## src/rtl/mbx_pkg.sv

```systemverilog
package mbx_pkg;
   // register word addresses
   localparam int unsigned REG_INTR = 0;
   localparam int unsigned REG_DATA = 1;
   localparam int unsigned REG_STAT = 2;

   // number of monitored conditions; the bit order is shared by status,
   // request and enable fields
   localparam int unsigned NCOND = 4;

   typedef struct packed {
      logic rx_lost;     // bit 3
      logic rx_has;      // bit 2
      logic tx_room;     // bit 1
      logic tx_idle;     // bit 0
   } cond_t;
endpackage

```

## src/rtl/mbx_fifo.sv

```systemverilog
module mbx_fifo #(
   parameter int unsigned W     = 8,
   parameter int unsigned DEPTH = 8
) (
   input  logic         clk,
   input  logic         rst_n,
   input  logic         push,
   input  logic [W-1:0] din,
   input  logic         pop,
   output logic [W-1:0] dout,
   output logic         empty,
   output logic         full,
   output logic         drop
);
   localparam int unsigned PW = (DEPTH > 1) ? $clog2(DEPTH) : 1;
   localparam int unsigned CW = $clog2(DEPTH + 1);
   localparam bit          POW2 = (DEPTH & (DEPTH - 1)) == 0;

   if (DEPTH < 2) begin : g_chk_depth
      $error("mbx_fifo: DEPTH must be at least 2");
   end
   if (W < 1) begin : g_chk_width
      $error("mbx_fifo: W must be at least 1");
   end

   logic [W-1:0]  mem [DEPTH];
   logic [PW-1:0] rd_ptr, wr_ptr, rd_nxt, wr_nxt;
   logic [CW-1:0] count;
   logic          do_push, do_pop;

   assign empty   = (count == '0);
   assign full    = (count == CW'(DEPTH));
   assign do_push = push && !full;
   assign do_pop  = pop && !empty;
   assign drop    = push && full;
   assign dout    = mem[rd_ptr];

   if (POW2) begin : g_wrap_free
      assign rd_nxt = rd_ptr + 1'b1;
      assign wr_nxt = wr_ptr + 1'b1;
   end else begin : g_wrap_cmp
      assign rd_nxt = (rd_ptr == PW'(DEPTH - 1)) ? '0 : rd_ptr + 1'b1;
      assign wr_nxt = (wr_ptr == PW'(DEPTH - 1)) ? '0 : wr_ptr + 1'b1;
   end

   always_ff @(posedge clk) begin
      if (do_push) mem[wr_ptr] <= din;
   end

   always_ff @(posedge clk or negedge rst_n) begin
      if (!rst_n) begin
         rd_ptr <= '0;
         wr_ptr <= '0;
         count  <= '0;
      end else begin
         if (do_push) wr_ptr <= wr_nxt;
         if (do_pop)  rd_ptr <= rd_nxt;
         case ({do_push, do_pop})
            2'b10:   count <= count + 1'b1;
            2'b01:   count <= count - 1'b1;
            default: count <= count;
         endcase
      end
   end

   // a push into a full queue must not change its occupancy
   p_full_drop_r3: assert property (@(posedge clk) disable iff (!rst_n)
      (full && push && !pop) |=> full);
   // popping an empty queue leaves it empty
   p_empty_pop_r4: assert property (@(posedge clk) disable iff (!rst_n)
      (empty && pop && !push) |=> empty);
endmodule

```

## src/rtl/mbx_irq.sv

```systemverilog
module mbx_irq #(
   parameter int unsigned          N       = 4,
   parameter logic [N-1:0]         LVL_RST = '0
) (
   input  logic         clk,
   input  logic         rst_n,
   input  logic [N-1:0] lvl,      // level conditions, latched on rise
   input  logic [N-1:0] evt,      // pulse conditions, latched directly
   input  logic [N-1:0] clr,      // write-one-to-clear strobes
   input  logic         en_we,
   input  logic [N-1:0] en_in,
   output logic [N-1:0] req,
   output logic [N-1:0] en,
   output logic         irq
);
   if (N < 1) begin : g_chk_n
      $error("mbx_irq: N must be at least 1");
   end

   logic [N-1:0] lvl_q;
   logic [N-1:0] set;

   assign set = (lvl & ~lvl_q) | evt;
   assign irq = |(req & en);

   always_ff @(posedge clk or negedge rst_n) begin
      if (!rst_n) begin
         lvl_q <= LVL_RST;
         req   <= '0;
         en    <= '0;
      end else begin
         lvl_q <= lvl;
         req   <= (req & ~clr) | set;
         if (en_we) en <= en_in;
      end
   end

   // a pending request survives any cycle without a clear of its bit
   p_req_hold_r7: assert property (@(posedge clk) disable iff (!rst_n)
      (req != '0) |=> (($past(req) & ~$past(clr) & ~req) == '0));
   // with all enables off the line stays low
   p_irq_gate_r10: assert property (@(posedge clk) disable iff (!rst_n)
      (en == '0) |-> !irq);
endmodule

```

## src/rtl/mbx_regs.sv

```systemverilog
module mbx_regs
   import mbx_pkg::*;
#(
   parameter int unsigned ADDR_W   = 4,
   parameter int unsigned DATA_W   = 32,
   parameter int unsigned BYTE_LSB = 8,
   parameter int unsigned DEPTH    = 8
) (
   input  logic              clk,
   input  logic              rst_n,
   input  logic              bus_sel,
   input  logic              bus_wr,
   input  logic [ADDR_W-1:0] bus_addr,
   input  logic [DATA_W-1:0] bus_wdata,
   output logic [DATA_W-1:0] bus_rdata,
   output logic [7:0]        tx_byte,
   output logic              tx_valid,
   input  logic              tx_ready,
   input  logic [7:0]        rx_byte,
   input  logic              rx_valid,
   output logic              rx_ready,
   output logic              irq
);
   localparam int unsigned BYTE_MSB = BYTE_LSB + 7;
   localparam int unsigned EN_LSB   = NCOND;

   if (BYTE_MSB >= DATA_W) begin : g_chk_lane
      $error("mbx_regs: byte lane does not fit the data word");
   end
   if (DATA_W < 2 * NCOND) begin : g_chk_dw
      $error("mbx_regs: data word too narrow for request and enable fields");
   end
   if ((1 << ADDR_W) <= REG_STAT) begin : g_chk_aw
      $error("mbx_regs: ADDR_W too small to reach every register");
   end

   logic hit_intr, hit_data, hit_stat;
   logic wr_intr, wr_data, wr_stat, rd_data;

   assign hit_intr = bus_addr == ADDR_W'(REG_INTR);
   assign hit_data = bus_addr == ADDR_W'(REG_DATA);
   assign hit_stat = bus_addr == ADDR_W'(REG_STAT);
   assign wr_intr  = bus_sel &&  bus_wr && hit_intr;
   assign wr_data  = bus_sel &&  bus_wr && hit_data;
   assign wr_stat  = bus_sel &&  bus_wr && hit_stat;
   assign rd_data  = bus_sel && !bus_wr && hit_data;

   // transmit queue: host -> microcontroller
   logic tx_empty, tx_full, tx_drop;
   mbx_fifo #(.W(8), .DEPTH(DEPTH)) u_txq (
      .clk   (clk),
      .rst_n (rst_n),
      .push  (wr_data),
      .din   (bus_wdata[BYTE_MSB:BYTE_LSB]),
      .pop   (tx_ready),
      .dout  (tx_byte),
      .empty (tx_empty),
      .full  (tx_full),
      .drop  (tx_drop)
   );
   assign tx_valid = !tx_empty;

   // receive queue: microcontroller -> host
   logic       rx_empty, rx_full, rx_drop, rx_rdy_q;
   logic [7:0] rx_head;

   always_ff @(posedge clk or negedge rst_n) begin
      if (!rst_n) rx_rdy_q <= 1'b0;
      else        rx_rdy_q <= 1'b1;
   end
   assign rx_ready = rx_rdy_q;

   mbx_fifo #(.W(8), .DEPTH(DEPTH)) u_rxq (
      .clk   (clk),
      .rst_n (rst_n),
      .push  (rx_valid && rx_rdy_q),
      .din   (rx_byte),
      .pop   (rd_data),
      .dout  (rx_head),
      .empty (rx_empty),
      .full  (rx_full),
      .drop  (rx_drop)
   );

   // write-one-to-clear strobes from the status register
   logic [NCOND-1:0] clr;
   assign clr = wr_stat ? bus_wdata[NCOND-1:0] : '0;

   // sticky loss flag; a new loss wins over a clear in the same cycle
   logic lost_q;
   always_ff @(posedge clk or negedge rst_n) begin
      if (!rst_n)       lost_q <= 1'b0;
      else if (rx_drop) lost_q <= 1'b1;
      else if (clr[3])  lost_q <= 1'b0;
   end

   cond_t stat;
   assign stat.rx_lost = lost_q;
   assign stat.rx_has  = !rx_empty;
   assign stat.tx_room = !tx_full;
   assign stat.tx_idle = tx_empty;

   cond_t lvl, evt;
   always_comb begin
      lvl         = stat;
      lvl.rx_lost = 1'b0;
      evt         = '0;
      evt.rx_lost = rx_drop;
   end

   logic [NCOND-1:0] req, en;
   mbx_irq #(.N(NCOND), .LVL_RST(NCOND'(4'b0011))) u_irq (
      .clk   (clk),
      .rst_n (rst_n),
      .lvl   (lvl),
      .evt   (evt),
      .clr   (clr),
      .en_we (wr_intr),
      .en_in (bus_wdata[EN_LSB +: NCOND]),
      .req   (req),
      .en    (en),
      .irq   (irq)
   );

   // read path, combinational in the strobe cycle
   always_comb begin
      bus_rdata = '0;
      if (bus_sel && !bus_wr) begin
         if (hit_intr) begin
            bus_rdata[NCOND-1:0]       = req;
            bus_rdata[EN_LSB +: NCOND] = en;
         end else if (hit_data) begin
            if (!rx_empty) bus_rdata[BYTE_MSB:BYTE_LSB] = rx_head;
         end else if (hit_stat) begin
            bus_rdata[NCOND-1:0] = stat;
         end
      end
   end

   // a byte held on the stream waits unchanged until taken
   p_tx_hold_r2: assert property (@(posedge clk) disable iff (!rst_n)
      (tx_valid && !tx_ready) |=> (tx_valid && $stable(tx_byte)));
   // the loss flag stays set without a clearing write
   p_lost_sticky_r5: assert property (@(posedge clk) disable iff (!rst_n)
      (lost_q && !clr[3]) |=> lost_q);
   // a dropped receive byte always shows up as a latched request
   p_lost_req_r7: assert property (@(posedge clk) disable iff (!rst_n)
      rx_drop |=> (req[3] && lost_q));
   // reserved reads return zero
   p_reserved_zero_r1: assert property (@(posedge clk) disable iff (!rst_n)
      (bus_sel && !bus_wr && !hit_intr && !hit_data && !hit_stat) |-> (bus_rdata == '0));
endmodule

```

## config.mk

```make
export PLATFORM = sky130hd
export DESIGN_NAME = mbx_regs
export DESIGN_NICKNAME = d
export VERILOG_FILES = /design/src/rtl/mbx_pkg.sv /design/src/rtl/mbx_fifo.sv /design/src/rtl/mbx_irq.sv /design/src/rtl/mbx_regs.sv
export SDC_FILE = /design/constraint.sdc
export NUM_CORES = 1
export LEC_CHECK = 0
export BUFFER_PORTS_ARGS = -buffer_cell sky130_fd_sc_hd__buf_2
export CORE_ASPECT_RATIO = 0.9
export CORE_MARGIN = 5
export CORE_UTILIZATION = 30
export CTS_BUF_LIST = sky130_fd_sc_hd__clkbuf_2 sky130_fd_sc_hd__clkbuf_4 sky130_fd_sc_hd__clkbuf_8
export CTS_CLUSTER_SIZE = 20
export DETAILED_ROUTE_END_ITERATION = 10
export GPL_TIMING_DRIVEN = 0
export REMOVE_ABC_BUFFERS = 1
export SYNTH_ARGS = -nofsm -noshare
export SYNTH_HDL_FRONTEND = slang
export SYNTH_SLANG_ARGS = --single-unit
export TNS_END_PERCENT = 5
```

## constraint.sdc

```tcl
create_clock -name clk -period 2.3 [get_ports clk]
set_input_delay 0.345 -clock clk [delete_from_list [all_inputs] [get_ports clk]]
set_output_delay 0.345 -clock clk [all_outputs]
set_load 0.005 [all_outputs]
```

==> run metrics <==
status=finished, violations left; clk_lat worst skew=0.44 ns; Startpoint Class=flip-flop; grt total ovfl=0; die span in x=around 170 µm; Period minus WS final=2.33 ns; Layout Cells excl Fill=780; PwrDens=1050 nW/µm²; Yosys reg bits=161; ratio of cells with drive above 1 in the final layout=0.416; vias in the first global route=~3600; Critical Path AT=1.98 ns; Total GRT Usage=0.0992; Core Rows=52; worst vdd ir=0.000456 V; Die Height=153 µm; CTS sink count=161; clock buffer count from CTS=17; Top Ports=93; drt pass-1 iters=4; H-tree Lvls=4; ys async rst share=0.205; DRT iter0 DRCs=271; Final Hold Fails=0; top cell type's share of synthesized area=0.567; fin nets=531; CP Max Fanout=8; area of the multi-input gates=between 2000 and 2500 µm²; Synth area leaders=edfxtp_1 57%, dfrtp_1 11%, mux4_2 11%; antenna violations before repair=0; Lkg Pwr=between 2 and 3 nW; pre-CTS worst setup slack=-0.837 ns; CP required=approximately 2.0 ns; Seq. cell area=4690 µm²; clock-pin transition on the worst setup and hold timing paths=0.09 ns; Design Area, Final=just over 8000 µm²; Die Area=25700 µm²; Final setup viols=11; Post-Syn Area=6780 µm²; Tot Pwr=approximately 0.0086 W; Warnings, synthesis=0; critical path capture point type=output pin; CORE AREA=approximately 22000 µm²; Vias=3516; DR WL/cell=16.1 µm; Clock Path Buffers=2; largest net degree at the start of global routing=34; Via density=4.51; DRC=0; number of fill cells in the layout=2104; Slew Limit Fails=0; period utilization=1.01; clock skew=0.0135 ns; port buffer count=60; unrepaired setup endpoints after global routing=yes; ANT cells=0; post-detail-place hpwl=~8 mm; Mean Syn Cell Area=17.5 µm²; Seq/Total Area, Yosys=0.689; relative slew slack=0.416; max-cap viol count=0; Hold WC Path Type=in -> reg; area delta synth->final=21.0%; placed insts=730; cell count after synthesis=387; Routed Antenna Nets=0; total routed wirelength=about 13 mm; root buffer cell=clkbuf_8; PnR worst setup slack=-0.0258 ns; CTS tree=done; violated checks=setup timing; placer congestion estimate=0.803; global-route wire length before repair=19.9 mm; Placed Instance Area=7320 µm²; cell taking the most area after synthesis=edfxtp_1; Peak Freq=around 430 MHz; Synth cell types=46; Post-synth EDFFs=128; crit path kind=reg -> out; Worst Max-Slew Pin Slew=0.873 ns; initial core utilization=0.303; Top FF cell, synth=edfxtp_1
[layout by cell type (no fill, tap or decap), types with 3 or more instances in the layout]
master and n:
edfxtp_1 128, buf_2 53, mux4_2 32, dfrtp_1 21, conb_1 17, clkbuf_8 17, nor2_1 16, nand2_1 16
buf_4 13, nor2_2 11, xor2_1 9, nand2b_1 8, mux2_4 8, dfrtp_2 8, mux2i_1 7, xnor2_1 7
ha_1 7, buf_6 7, inv_1 6, a22oi_1 6, mux2_2 5, inv_6 5, and2_1 4, mux2_1 4
bufinv_16 4, buf_12 4, nor3_1 3, nand2_2 3, nor3_4 3, o2bb2ai_1 3
[metrics by stage]
step | TNS, ns | hold slack [ns] | util
global placement | -39.98 | 0.407 | 0.327
CTS | -0.911 | 0.103 | 0.359
detailed placement | -39.09 | 0.419 | 0.327
floorplan | -0.862 | 0.0494 | -
finish | -0.130 | 0.131 | 0.366
global route | -1.41 | 0.104 | 0.366
[cells by family after synthesis]
family,count (synthesis),synth area share
buf+inv,36,0.0323
xor+xnor,18,0.0255
flops,161,0.689
other cells,2,0.00111
simple gates,85,0.0681
compound gates,18,0.0185
mux,57,0.147
fa+ha+maj,10,0.0185
[Yosys cell counts (2+ instances only)]
master	count
inv_1	6
mux2i_1	8
dfstp_2	2
a21oi_1	4
mux2_1	4
nor4_1	3
nor2_1	27
nand2_1	17
nor3_1	7
conb_1	2
ha_1	10
o21ai_0	2
nand3_1	2
buf_2	2
nand2_2	2
buf_1	4
a21o_1	2
and2_1	4
xor2_1	9
and3_1	2
nand2b_1	8
clkbuf_2	2
buf_4	19
mux2_2	12
nand3b_1	2
xnor2_2	2
nor2b_1	2
xnor2_1	7
nor4b_2	2
edfxtp_1	128
a22oi_1	6
mux4_2	32
o2bb2ai_1	3
dfrtp_1	31
[sequential cells by signal, summed over array words and instances, names as in the netlist, 3 cells and up]
name	count
u_rxq.rd_ptr	3
u_txq.wr_ptr	3
u_irq.lvl_q	3
u_irq.en	4
u_rxq.wr_ptr	3
u_rxq.count	4
u_txq.count	4
u_rxq.mem	64
u_txq.rd_ptr	3
u_irq.req	4
u_txq.mem	64
[timing repair]
action	CTS	global route
setup buffers	5	12
gates cloned	1	0
setup endpoints to repair	101	101
hold buffers	1	0
pin swaps	1	6
gates resized for setup	34	23
endpoints found under the hold margin	31	0
[power breakdown]
group / internal, W / switching [W] / total [W]
Combinational: 0.00143 / 0.000821 / 0.00225
Sequential: 0.00350 / 0.000521 / 0.00402
Clock: 0.00122 / 0.00110 / 0.00233
Total: 0.00614 / 0.00245 / 0.00859
[cell type report]
type | instances | area share
sequential | 161 | 0.572
multi-input combinational | 205 | 0.256
timing repair buffer | 79 | 0.0682
tap | 297 | 0.0453
clock buffer | 17 | 0.0285
clock inverter | 14 | 0.0267
inverter | 7 | 0.00320
[path summary, 6_finish.rpt]
| check | depth (start not counted) | slack, ns | start | endpoint |
|---|---|---|---|---|
| worst min-delay path | 2 | 0.13 | bus_wdata[6] | u_irq.en[2]$_DFFE_PN0P_ |
| worst max-delay path | 4 | -0.03 | u_txq.rd_ptr[0]$_DFFE_PN0P_ | tx_byte[7] |
| worst max register to register | 10 | 0.10 | u_rxq.count[1]$_DFFE_PN0P_ | u_rxq.count[2]$_DFFE_PN0P_ |
| worst min register to register | 1 | 0.43 | u_irq.lvl_q[2]$_DFF_PN0_ | u_irq.req[2]$_DFF_PN0_ |
| min in group asynchronous | 2 | 0.51 | rst_n | rx_ready$_DFF_PN0_ |
| max in group asynchronous | 2 | 1.22 | rst_n | u_txq.rd_ptr[0]$_DFFE_PN0P_ |
[per-layer routing]
metal,part of all wire,up-vias,track usage,wire (µm)
met3,0.053,9,0.0298,660
met4,0.0085,0,0.0290,107
met2,0.53,86,0.173,6630
met5,0,-,0,0
met1,0.41,1804,0.119,5150
li1,-,1617,-,-
[worst max-delay path: stages, from the launching register on]
cell	delay, ns
dfrtp_4	0.50
buf_12	0.16
mux4_2	0.49
mux2_4	0.28
buf_6	0.11
Power figures use the tool's default switching activity.
